[config.mk]
export PLATFORM = sky130hd
export DESIGN_NAME = scr_link
export DESIGN_NICKNAME = d
export VERILOG_FILES = /design/src/rtl/scr_pkg.sv /design/src/rtl/scr_lfsr.sv /design/src/rtl/scr_lane.sv /design/src/rtl/scr_link.sv
export SDC_FILE = /design/constraint.sdc
export NUM_CORES = 1
export LEC_CHECK = 0
export CAP_MARGIN = 5
export CORE_UTILIZATION = 50
export DETAILED_ROUTE_END_ITERATION = 12
export GPL_TIMING_DRIVEN = 0
export PLACE_DENSITY = 0.74
export SYNTH_ARGS = -nofsm -noshare
export SYNTH_HDL_FRONTEND = slang
export SYNTH_HIERARCHICAL = 1
export SYNTH_SLANG_ARGS = --single-unit
export TNS_END_PERCENT = 100
[constraint.sdc]
create_clock -name clk_i -period 4.6 [get_ports clk_i]
set_clock_uncertainty 0.2 [all_clocks]
set_input_delay 0.46 -clock clk_i [delete_from_list [all_inputs] [get_ports clk_i]]
set_output_delay 0.46 -clock clk_i [all_outputs]
set_load 0.01 [all_outputs]
[src/rtl/scr_pkg.sv]
package scr_pkg;
  localparam int unsigned DATA_W = 8;
  localparam int unsigned LFSR_W = 16;
  localparam logic [LFSR_W-1:0] LFSR_SEED = 16'hFFFF;
  // state bits feeding back: x^16, x^5, x^4, x^3 -> bits 15,4,3,2
  localparam logic [LFSR_W-1:0] LFSR_TAPS = 16'h801C;
  localparam logic [DATA_W-1:0] COMMA_BYTE = 8'hBC;
endpackage

[src/rtl/scr_lfsr.sv]
module scr_lfsr #(
  parameter int unsigned W = scr_pkg::LFSR_W,
  parameter int unsigned STEPS = scr_pkg::DATA_W,
  parameter logic [W-1:0] TAPS = scr_pkg::LFSR_TAPS,
  parameter logic [W-1:0] SEED = scr_pkg::LFSR_SEED
) (
  input  logic             clk_i,
  input  logic             rst_ni,
  input  logic             adv_i,
  input  logic             load_i,
  output logic [STEPS-1:0] ks_o
);
  logic [W-1:0] state_q;
  logic [W-1:0] state_nxt;

  always_comb begin
    logic [W-1:0] s;
    s = state_q;
    ks_o = '0;
    for (int i = 0; i < STEPS; i++) begin
      ks_o[i] = s[W-1];
      s = {s[W-2:0], ^(s & TAPS)};
    end
    state_nxt = s;
  end

  always_ff @(posedge clk_i or negedge rst_ni) begin
    if (!rst_ni)     state_q <= SEED;
    else if (load_i) state_q <= SEED;
    else if (adv_i)  state_q <= state_nxt;
  end
endmodule

[src/rtl/scr_lane.sv]
module scr_lane #(
  parameter int unsigned DATA_W = scr_pkg::DATA_W,
  parameter logic [DATA_W-1:0] COMMA = scr_pkg::COMMA_BYTE
) (
  input  logic              clk_i,
  input  logic              rst_ni,
  input  logic [DATA_W-1:0] data_i,
  input  logic              k_i,
  input  logic              valid_i,
  output logic [DATA_W-1:0] data_o,
  output logic              k_o,
  output logic              valid_o
);
  logic [DATA_W-1:0] ks;
  logic              is_comma;

  assign is_comma = valid_i && k_i && (data_i == COMMA);

  scr_lfsr #(.STEPS(DATA_W)) u_lfsr (
    .clk_i  (clk_i),
    .rst_ni (rst_ni),
    .adv_i  (valid_i && !is_comma),
    .load_i (is_comma),
    .ks_o   (ks)
  );

  always_ff @(posedge clk_i or negedge rst_ni) begin
    if (!rst_ni) begin
      data_o  <= '0;
      k_o     <= 1'b0;
      valid_o <= 1'b0;
    end else begin
      valid_o <= valid_i;
      if (valid_i) begin
        k_o    <= k_i;
        data_o <= k_i ? data_i : (data_i ^ ks);
      end
    end
  end
endmodule

[src/rtl/scr_link.sv]
module scr_link #(
  parameter int unsigned DATA_W = scr_pkg::DATA_W
) (
  input  logic              clk_i,
  input  logic              rst_ni,
  input  logic [DATA_W-1:0] tx_data_i,
  input  logic              tx_k_i,
  input  logic              tx_valid_i,
  output logic [DATA_W-1:0] tx_data_o,
  output logic              tx_k_o,
  output logic              tx_valid_o,
  input  logic [DATA_W-1:0] rx_data_i,
  input  logic              rx_k_i,
  input  logic              rx_valid_i,
  output logic [DATA_W-1:0] rx_data_o,
  output logic              rx_k_o,
  output logic              rx_valid_o
);
  scr_lane #(.DATA_W(DATA_W)) u_tx (
    .clk_i, .rst_ni,
    .data_i(tx_data_i), .k_i(tx_k_i), .valid_i(tx_valid_i),
    .data_o(tx_data_o), .k_o(tx_k_o), .valid_o(tx_valid_o)
  );

  scr_lane #(.DATA_W(DATA_W)) u_rx (
    .clk_i, .rst_ni,
    .data_i(rx_data_i), .k_i(rx_k_i), .valid_i(rx_valid_i),
    .data_o(rx_data_o), .k_o(rx_k_o), .valid_o(rx_valid_o)
  );
endmodule

### Word level (Yosys, flattened, before mapping)

Cells that the tools add are included.

| word-level totals | value |
|---|---|
| latch bits | 0 |
| register bits after elaboration | 52 |
| memory bits (read-only) | 0 |
| memories kept | 0 |
| input port bits | 22 |
| memory bits (writable) | 0 |

| cells by class | value |
|---|---|
| multiplexer cells | 6 |
| shift-type cells | 0 |
| bitwise operators | 2 |
| add/subtract/negate cells | 0 |
| $mul | 0 |
| divide/modulo/power cells | 0 |
| order comparisons | 0 |
| eq/ne operators | 2 |
| reductions and logical operators | 26 |

Operators by type and width:

| kind | count |
|---|---|
| parity 16 bit | 16 |
| two-way mux 16 bit | 4 |
| equality test 8 bit, second input constant | 2 |
| two-way mux 8 bit | 2 |
| bitwise XOR 8 bit | 2 |
| logical AND 1 bit | 6 |
| nonzero test 2 bit | 2 |
| logical NOT 1 bit | 2 |

### Logic depth before layout (Yosys ltp)

Gate-level depths: netlist (run 1).

| depth | value |
|---|---|
| depth in word-level cells | 6 |
| depth in mapped cells | 8 |
| mapped depth without buffers | 6 |

### By module

The synthesis (run 1) kept the hierarchy.

Modules (own cells, without submodules):

| module | cells an instance | area an instance (sq um) | times used | seq. area each (sq um) |
|---|---|---|---|---|
| scr_lane | 49 | 531.8 | 2 | 250.2 |
| scr_lfsr at u_rx.u_lfsr | 78 | 904.6 | 1 | 420.4 |
| scr_lfsr at u_tx.u_lfsr | 79 | 904.6 | 1 | 420.4 |

### Worst setup path before layout (run 1)

No wires, ideal clock.

| path | value |
|---|---|
| path kind | input-to-reg |
| from | input port tx_valid_i |
| to | register u_tx.u_lfsr.state_q[2] |
| setup time | 88 ps |
| slack | 2,420 ps |
| buffers on the path | 2 |
| arrival time | 1,892 ps |
| cell stages on the path | 8 |
| required time | 4,312 ps |
| path through | buf_6 -> nand4_2 -> nor4_4 -> nor2b_1 -> clkbuf_1 -> inv_1 -> nor3_1 -> or3b_1 |

| on the way | value |
|---|---|
| word-level cells in the longest chain between the ends | 5 |
| elaborated cells on any way between the ends | 6 |
| those cells by class | mux (1); reduce/logical (5) |

RTL lines:

| element | line | source |
|---|---|---|
| from (decl) | scr_link.sv:8 | `input logic tx_valid_i,` |
| logical AND 1 bit (*) (2 in a row) | scr_lane.sv:17 | `assign is_comma = valid_i && k_i && (data_i == COMMA);` |
| via u_tx.is_comma | scr_lane.sv:15 | `logic is_comma;` |
| logical NOT 1 bit | scr_lane.sv:22 | `.adv_i (valid_i && !is_comma),` |
| logical AND 1 bit | scr_lane.sv:22 |  |
| nonzero test 2 bit (no source line) | n/a |  |
| to (signal assigned) | scr_lfsr.sv:30 | `else if (adv_i) state_q <= state_nxt;` |
| to (decl) | scr_lfsr.sv:13 | `logic [W-1:0] state_q;` |

Mark *: on every way through the listed nets, which the timed path passes. The rest lies on a longest branch.
A chain may end at the register's enable or synchronous reset.

### Worst setup path after layout (run 1)

| path | value |
|---|---|
| from | input port tx_k_i |
| to | register u_tx.u_lfsr.state_q[2] |

| on the way | value |
|---|---|
| word-level cells in the longest chain between the ends | 5 |
| elaborated cells on any way between the ends | 6 |
| those cells by class | mux (1); reduce/logical (5) |

RTL lines:

| element | line | source |
|---|---|---|
| from (decl) | scr_link.sv:7 | `input logic tx_k_i,` |
| logical AND 1 bit (*) (2 in a row) | scr_lane.sv:17 |  |
| via u_tx.is_comma | scr_lane.sv:15 |  |
| logical NOT 1 bit | scr_lane.sv:22 |  |
| logical AND 1 bit | scr_lane.sv:22 |  |
| nonzero test 2 bit (no source line) | n/a |  |

Marks and branches as above.

==> impl_metrics.py, run 1 <==
metrics = {
    "status": {
        "status": "finished clean",
    },
    "critical_path": {
        "crit_buf_inv": 3,
        "crit_chain": "clkdlybuf4s50_1 -> nand4b_1 -> nor4_4 -> nor2b_1 -> clkbuf_1 -> inv_1 -> nor3_1 -> or3b_1",
        "cpMaxStageDelayCell": "clkdlybuf4s50_1",
        "critical_path.startpoint_type": "input pin",
        "critPathRequiredTime_ns": 4.63,
        "critical_path.top_delay_family": "buffers and inverters",
        "cp.arrival_ns": 2.83,
        "slowest_delay_ns": 0.65,
        "path_class": "in -> reg",
        "critPathMaxFanout": 10,
        "critPathCaptureType": "flop",
    },
    "timing": {
        "worst_pin_slew_ns": 0.541,
        "finalCritPeriodShare": 0.610,
        "setup_viol": 0,
        "worst_hold_slack_ns": 0.320,
        "rsz0062_at_grt": "false",
        "hold_viol_final": 0,
        "finalMaxSlewViolations": 0,
        "max_freq_mhz": 356,
        "fin_ws_ns": 1.79,
        "fin_tns_setup_ns": 0,
        "max_slew_margin": 0.639,
        "min_period_ns": 2.81,
    },
    "logic_synthesis": {
        "synth_edf_count": 0,
        "synth.avg_cell_area_um2": 11.3,
        "netlist_area_um2": 2870,
        "ys_ff_latch": 52,
        "seq_area_frac_synth": 0.467,
        "synthTopCellsByArea": "dfstp_2 (29%), dfrtp_1 (17%), xnor2_1 (11%)",
        "synth_top_area_frac": 0.293,
        "synth.distinct_cells": 32,
        "syn_inst": 255,
        "syn_nets": 277,
        "synth-main-ff-cell": "dfstp_2",
        "ys_warn_count": 6,
        "synth.largest_area_cell": "dfstp_2",
        "async_reset_ff_frac": 1.00,
    },
    "cells_and_area": {
        "drive_above_1_share": 0.219,
        "final_cell_mix": "clkdlybuf4s50_1 (40), xnor2_1 (37), dfstp_2 (32)",
        "final_common_cell": "clkdlybuf4s50_1",
        "syn2layout_area_growth_pct": 21.4,
        "diodes": 0,
        "fin_nets": 327,
    },
    "routing": {
        "first_pass_iters": 4,
        "drt_iter0_drc": 86,
        "routed-via-count": 1929,
        "ant_nets": 0,
        "drc": 0,
        "drt_wl_total_mm": 5.36,
        "wl_per_cell_um": 14.2,
        "vias_per_cell": 5.10,
    },
    "cts": {
        "clk_pin_slew_ns": 0.09,
        "htreeDepth": 2,
        "cts_tree": "built",
        "cts_root_buf": "clkbuf_8",
        "cts.sinks": 52,
        "clk_path_buf_depth": 2,
        "cts_made_buffers": 5,
        "post_cts_buffers": 0,
        "insertion_delay_ns": 0.30,
        "cts.repair.resized": 0,
        "hold_buffers": 1,
    },
    "power": {
        "power.total_mw": 2.79,
        "vdd_ir_drop_max_v": 0.000394,
        "p_per_area_nw_per_um2": 799,
        "p_leak_nw": 1.49,
    },
    "floorplanning": {
        "core.rowCount": 27,
        "dieWidth_um": 77.8,
        "pin_count": 42,
        "fp.dieH_um": 77.8,
        "core_area_um2": 5510,
        "dieArea_um2": 6050,
        "start_util": 0.522,
    },
    "placed_design": {
        "port_buffers": 41,
        "place_ws_ns": 1.47,
        "routabilityCongestion": 0.822,
        "dp_hpwl_mm": 3.87,
    },
    "job": {
        "max-cap-violations": 0,
    },
    "global_routing": {
        "grt-ovfl-total": 0,
        "grtUsageTotal": 0.192,
        "grt_pass1_wl_mm": 9.10,
        "grt_max_degree": 40,
        "antenna_found_initial": 0,
        "grt_pass1_vias": 1873,
    },
    "hold_path": {
        "holdCritPathClass": "reg -> reg",
    },
}
[power breakdown]
part           internal [mW]  total [mW]  switching (mW)
logic                  0.956        1.58           0.625
registers              0.763       0.943           0.180
clock network          0.123       0.263           0.140
[per-stage QoR]
step | cells | instance area, um2 | util
2_1_floorplan | 255 | 2870 | -
3_3_place_gp | 368 | 3370 | 0.613
3_5_place_dp | 369 | 3390 | 0.615
4_1_cts | 378 | 3490 | 0.633
5_1_grt | 378 | 3490 | 0.633
6_report | 378 | 3490 | 0.633
[metal layers]
metal | track usage | share of wire | up-vias
li1 | - | - | 952
met1 | 0.284 | 0.52 | 932
met3 | 0.0400 | 0.037 | 5
met5 | 0 | 0 | -
met2 | 0.286 | 0.44 | 40
met4 | 0.0528 | 0.0071 | 0
[synthesized netlist by cell type, types with 5 or more instances]
master / n
dfrtp_1: 20
dfstp_2: 32
xor2_1: 12
nor2_1: 26
a21oi_1: 16
mux2i_1: 16
nor3_1: 5
and2b_2: 12
nand2_1: 19
a211o_1: 5
nor2b_1: 9
xnor2_1: 37
[registers in the layout, indices dropped and copies added (netlist names)]
| name | flops |
|---|---|
| u_tx/valid_o | 1 |
| u_rx/data_o | 8 |
| u_rx/u_lfsr/state_q | 16 |
| u_tx/u_lfsr/state_q | 16 |
| u_rx/valid_o | 1 |
| u_rx/k_o | 1 |
| u_tx/k_o | 1 |
| u_tx/data_o | 8 |
[worst register-to-register path, stage by stage, from the launching register on]
cell and delay [ns]:
dfstp_2 0.52, clkbuf_2 0.18, xnor3_2 0.37, xor2_1 0.30
xnor3_1 0.37, a31oi_1 0.18
[worst paths after layout]
| kind | endpoint | slack, ns | cells past startpoint | from |
|---|---|---|---|---|
| max in group asynchronous | u_rx/u_lfsr/state_q[0]$_DFFE_PN1P_ | 3.23 | 3 | rst_ni |
| setup / recovery | u_tx/u_lfsr/state_q[2]$_DFFE_PN1P_ | 1.79 | 8 | tx_k_i |
| setup reg to reg | u_rx/u_lfsr/state_q[1]$_DFFE_PN1P_ | 2.41 | 5 | u_rx/u_lfsr/state_q[0]$_DFFE_PN1P_ |
| min in group asynchronous | u_tx/data_o[6]$_DFFE_PN0P_ | 0.39 | 2 | rst_ni |
| hold / removal | u_tx/k_o$_DFFE_PN0P_ | 0.32 | 1 | u_tx/k_o$_DFFE_PN0P_ |
| hold reg to reg | u_tx/k_o$_DFFE_PN0P_ | 0.32 | 1 | u_tx/k_o$_DFFE_PN0P_ |
[cell type report]
type                    instances  area [um2]
well taps                      72        90.1
clock buffers                   8        90.1
inverters                       4        15.0
multi-input cells             187        1450
flip-flops and latches         52        1340
fillers                       448        2020
plain buffers                  12        65.1
repair buffers                 43         435
[kinds of logic (layout without fill, tap and decap cells)]
logic type	count (synthesis)	in the layout	share of synthesized area
DFF	52	52	0.467
and+or+nand+nor	80	80	0.162
muxes	18	18	0.0636
xor gates and xnor gates	57	57	0.214
AOI/OAI and AO/OA	32	32	0.0662
buffers and inverters	16	67	0.0279
Power figures use the tool's default switching activity.
==> run 2, diff against run 1 <==
==> constraint.sdc (replaced) <==
create_clock -name clk_i -period 2.7 [get_ports clk_i]
set_clock_uncertainty 0.2 [all_clocks]
set_input_delay 0.27 -clock clk_i [delete_from_list [all_inputs] [get_ports clk_i]]
set_output_delay 0.27 -clock clk_i [all_outputs]
set_load 0.01 [all_outputs]
==> impl_metrics.py, run 2 (synthesized netlist as in run 1, its figures left out) <==
metrics = {
    "global_routing": {
        "antenna_found_initial": 0,
        "grtUsageTotal": 0.192,
        "grt_pass1_wl_mm": 9.10,
        "grt_max_degree": 40,
        "grt-ovfl-total": 0,
        "grt_pass1_vias": 1873,
    },
    "timing": {
        "max_slew_margin": 0.638,
        "rsz0062_at_grt": "false",
        "finalCritPeriodShare": 0.914,
        "fin_ws_ns": 0.232,
        "finalMaxSlewViolations": 0,
        "worst_pin_slew_ns": 0.544,
        "min_period_ns": 2.47,
        "worst_hold_slack_ns": 0.202,
        "hold_viol_final": 0,
        "max_freq_mhz": 405,
        "setup_viol": 0,
    },
    "critical_path": {
        "path_class": "in -> reg",
        "cp.arrival_ns": 2.49,
        "critical_path.startpoint_type": "input pin",
        "critPathCaptureType": "flop",
        "critPathMaxFanout": 10,
        "critPathRequiredTime_ns": 2.72,
    },
    "power": {
        "vdd_ir_drop_max_v": 0.000671,
        "power.total_mw": 4.74,
        "p_leak_nw": 1.50,
        "p_per_area_nw_per_um2": 1360,
    },
    "cells_and_area": {
        "diodes": 0,
        "syn2layout_area_growth_pct": 21.7,
        "regArea_um2": 1340,
        "largestRegisters": "u_rx/u_lfsr/state_q x16, u_tx/u_lfsr/state_q x16",
        "final_common_cell": "clkdlybuf4s50_1",
        "final_cells": 379,
        "fin_nets": 328,
        "final_cell_mix": "clkdlybuf4s50_1 (40), xnor2_1 (37), dfstp_2 (32)",
        "fillers": 446,
        "multi_input_area_um2": 1450,
        "drive_above_1_share": 0.221,
        "design_area_um2": 3500,
    },
    "routing": {
        "first_pass_iters": 4,
        "drc": 0,
        "drt_wl_total_mm": 5.35,
        "vias_per_cell": 5.10,
        "routed-via-count": 1933,
        "drt_iter0_drc": 75,
        "ant_nets": 0,
        "wl_per_cell_um": 14.1,
    },
    "cts": {
        "clk_path_buf_depth": 2,
        "cts.sinks": 52,
        "htreeDepth": 2,
        "cts_tree": "built",
        "clk_pin_slew_ns": 0.09,
        "insertion_delay_ns": 0.30,
        "cts.repair.resized": 0,
        "cts_root_buf": "clkbuf_8",
        "cts_made_buffers": 5,
    },
    "floorplanning": {
        "dieArea_um2": 6050,
        "core_area_um2": 5510,
        "fp.dieH_um": 77.8,
        "core.rowCount": 27,
        "pin_count": 42,
        "dieWidth_um": 77.8,
        "start_util": 0.522,
    },
    "job": {
        "max-cap-violations": 0,
    },
    "placed_design": {
        "routabilityCongestion": 0.822,
        "dp_cells": 369,
        "place_area_um2": 3390,
        "place_ws_ns": -0.240,
        "dp_hpwl_mm": 3.87,
        "port_buffers": 41,
    },
    "status": {
        "status": "finished clean",
    },
    "hold_path": {
        "holdCritPathClass": "in -> async",
    },
}
==> run 2: changes by cell type in the layout (fill, tap and decap cells not counted), sizes merged <==
cell	delta
buf	+1
==> run 2: area by class of cell <==
cell class,instances,share of cell area
timing repair buffer,44,0.127
buffer,12,0.0186
sequential,52,0.384
clock buffer,8,0.0258
inverter,4,0.00429
multi-input combinational,187,0.415
tap,72,0.0258
==> run 2: report_power, final <==
group	switching [mW]	internal (mW)	total [mW]	leakage, nW
logic	1.06	1.63	2.69	0.889
clock network	0.240	0.209	0.449	0.0455
registers	0.306	1.30	1.61	0.561
total	1.60	3.14	4.74	1.50
==> run 2: path summary, 6_finish.rpt <==
| check | startpoint | endpoint | slack (ns) | cells after the start |
|---|---|---|---|---|
| max | rx_valid_i | u_rx/u_lfsr/state_q[2]$_DFFE_PN1P_ | 0.23 | 9 |
| min reg2reg | u_tx/k_o$_DFFE_PN0P_ | u_tx/k_o$_DFFE_PN0P_ | 0.32 | 1 |
| max reg2reg | u_rx/u_lfsr/state_q[0]$_DFFE_PN1P_ | u_rx/u_lfsr/state_q[1]$_DFFE_PN1P_ | 0.51 | 5 |
| max in group asynchronous | rst_ni | u_rx/u_lfsr/state_q[0]$_DFFE_PN1P_ | 1.52 | 3 |
| min | rst_ni | u_tx/data_o[6]$_DFFE_PN0P_ | 0.20 | 2 |
| min in group clk_i | rx_valid_i | u_rx/valid_o$_DFF_PN0_ | 0.27 | 1 |
==> run 2: metrics by stage <==
step	setup TNS [ns]	util
5_1_grt	0	0.635
3_3_place_gp	-8.26	0.613
2_1_floorplan	0	-
4_1_cts	0	0.633
3_5_place_dp	-1.55	0.615
6_report	0	0.635
==> run 2: timing repair <==
action | 4_1_cts | 5_1_grt
hold buffers | 1 | 0
hold endpoints to repair | 13 | 0
setup endpoints to repair | 0 | 3
setup buffers | 0 | 1
==> run 2: per-layer routing <==
metal	track usage	part of all wire	up-vias
li1	-	-	955
met4	0.0528	0.0069	0
met2	0.286	0.44	52
met1	0.284	0.51	922
met5	0	0	-
met3	0.0400	0.040	4
==> run 2: worst max-delay path, stage by stage <==
cell and delay, ns:
clkdlybuf4s50_1 0.50, buf_6 0.15, nand4_2 0.12, nor4_4 0.42, nor2b_1 0.09, clkbuf_1 0.25
inv_1 0.27, nor3_1 0.08, or3b_1 0.35
==> run 3, diff against run 2 <==
--- a/config.mk
+++ b/config.mk
@@ -10,6 +10,7 @@
 export DETAILED_ROUTE_END_ITERATION = 12
 export GPL_TIMING_DRIVEN = 0
 export PLACE_DENSITY = 0.74
+export SETUP_SLACK_MARGIN = 0.1
 export SYNTH_ARGS = -nofsm -noshare
 export SYNTH_HDL_FRONTEND = slang
 export SYNTH_HIERARCHICAL = 1
==> impl_metrics.py, run 3 (synthesized netlist as in run 1, its figures left out) <==
metrics = {
    "critical_path": {
        "crit_chain": "clkdlybuf4s50_1 -> nand4b_1 -> nor4_4 -> nor2b_1 -> clkbuf_2 -> inv_1 -> nor3_1 -> or3b_1",
        "reg2regPathDepth": 5,
        "ff2ff_setup_slack_ns": 0.50,
        "cp.arrival_ns": 2.42,
        "critPathMaxFanout": 10,
        "r2r-start": "u_rx/u_lfsr/state_q[0]$_DFFE_PN1P_",
        "critPathCaptureType": "flop",
        "slowest_delay_ns": 0.65,
        "cpMaxStageDelayCell": "clkdlybuf4s50_1",
        "critPathRequiredTime_ns": 2.73,
        "rr_endpoint": "u_rx/u_lfsr/state_q[1]$_DFFE_PN1P_",
        "critical_path.startpoint_type": "input pin",
        "path_class": "in -> reg",
    },
    "global_routing": {
        "grt_max_degree": 40,
        "antenna_found_initial": 0,
        "grtUsageTotal": 0.193,
        "grt-ovfl-total": 0,
        "grt_pass1_wl_mm": 9.11,
        "grt_pass1_vias": 1874,
    },
    "power": {
        "p_leak_nw": 1.50,
        "p_per_area_nw_per_um2": 1350,
        "vdd_ir_drop_max_v": 0.000672,
        "power.total_mw": 4.74,
    },
    "cells_and_area": {
        "fin_nets": 329,
        "largestRegisters": "u_rx/u_lfsr/state_q x16, u_tx/u_lfsr/state_q x16",
        "final_cell_mix": "clkdlybuf4s50_1 (40), xnor2_1 (37), dfstp_2 (32)",
        "utilization": 0.636,
        "syn2layout_area_growth_pct": 22.0,
        "diodes": 0,
        "final_common_cell": "clkdlybuf4s50_1",
        "drive_above_1_share": 0.227,
    },
    "routing": {
        "vias_per_cell": 5.09,
        "routed-via-count": 1933,
        "drc": 0,
        "drt_iter0_drc": 63,
        "ant_nets": 0,
        "first_pass_iters": 4,
        "wl_per_cell_um": 14.2,
        "drt_wl_total_mm": 5.40,
    },
    "floorplanning": {
        "dieArea_um2": 6050,
        "fp.dieH_um": 77.8,
        "dieWidth_um": 77.8,
        "core.rowCount": 27,
        "core_area_um2": 5510,
        "pin_count": 42,
        "start_util": 0.522,
    },
    "job": {
        "max-cap-violations": 0,
    },
    "hold_path": {
        "holdCritPathClass": "in -> async",
    },
    "timing": {
        "rsz0062_at_grt": "false",
        "hold_viol_final": 0,
        "min_period_ns": 2.40,
        "max_freq_mhz": 417,
        "max_slew_margin": 0.636,
        "finalCritPeriodShare": 0.887,
        "setup_viol": 0,
        "fin_tns_setup_ns": 0,
        "finalMaxSlewViolations": 0,
        "worst_pin_slew_ns": 0.547,
    },
    "cts": {
        "cts.sinks": 52,
        "clk_pin_slew_ns": 0.09,
        "insertion_delay_ns": 0.30,
        "htreeDepth": 2,
        "cts_made_buffers": 5,
        "cts_root_buf": "clkbuf_8",
        "clk_path_buf_depth": 2,
        "cts_tree": "built",
    },
    "placed_design": {
        "routabilityCongestion": 0.822,
        "dp_hpwl_mm": 3.87,
        "port_buffers": 41,
    },
    "status": {
        "status": "finished clean",
    },
}
[run 3: per-layer routing]
| layer | up-vias | global-route usage | wire length, um |
|---|---|---|---|
| met3 | 5 | 0.0400 | 183 |
| met4 | 0 | 0.0528 | 38 |
| met1 | 934 | 0.284 | 2770 |
| li1 | 957 | - | - |
| met2 | 37 | 0.286 | 2420 |
| met5 | - | 0 | 0 |
[run 3: area by class of cell]
cell class              instances  area [um2]
plain buffers                  12        66.3
clock buffers                   8        90.1
fillers                       447        2000
inverters                       4        15.0
multi-input cells             187        1450
flip-flops and latches         52        1340
well taps                      72        90.1
repair buffers                 45         450
[run 3: worst max-delay path by stage]
stage | from | endpoint | slack (ns) | cells after the start
finish | tx_k_i | u_tx/u_lfsr/state_q[2]$_DFFE_PN1P_ | 0.30 | 8
global route | tx_k_i | u_tx/u_lfsr/state_q[2]$_DFFE_PN1P_ | 0.11 | 8
CTS | rx_valid_i | u_rx/u_lfsr/state_q[2]$_DFFE_PN1P_ | 0.20 | 9
detailed placement | tx_k_i | u_tx/u_lfsr/state_q[2]$_DFFE_PN1P_ | -0.24 | 8
global placement | rst_ni | u_rx/data_o[7]$_DFFE_PN0P_ | -0.34 | 1
floorplan | u_rx/u_lfsr/state_q[14]$_DFFE_PN1P_ | u_rx/u_lfsr/state_q[2]$_DFFE_PN1P_ | 0.64 | 4
[run 3: timing repair]
action	in CTS	in global routing
endpoints found under the hold margin	13	0
hold buffers	1	0
endpoints found under the setup margin	1	13
resized for setup	0	2
setup buffers	1	1
pin swaps	1	1
cloned	0	0
[run 3: per-stage QoR]
| stage | std cells | worst slack, ns | cell area, um2 | hold slack [ns] |
|---|---|---|---|---|
| detailed placement | 369 | -0.240 | 3390 | -0.000661 |
| global placement | 368 | -0.336 | 3370 | 0.291 |
| CTS | 379 | 0.202 | 3500 | 0.204 |
| floorplan | 255 | 0.639 | 2870 | -0.226 |
| global route | 380 | 0.107 | 3500 | 0.244 |
| finish | 380 | 0.304 | 3500 | 0.204 |
[run 3: critical path, delay by kind of cell]
kind	cells	cell delay (ns)
buf+inv	3	1.12
simple gates	5	1.03
[run 3: where the power goes]
| group | internal (mW) | switching (mW) |
|---|---|---|
| clock network | 0.210 | 0.239 |
| logic | 1.63 | 1.06 |
| registers | 1.30 | 0.307 |
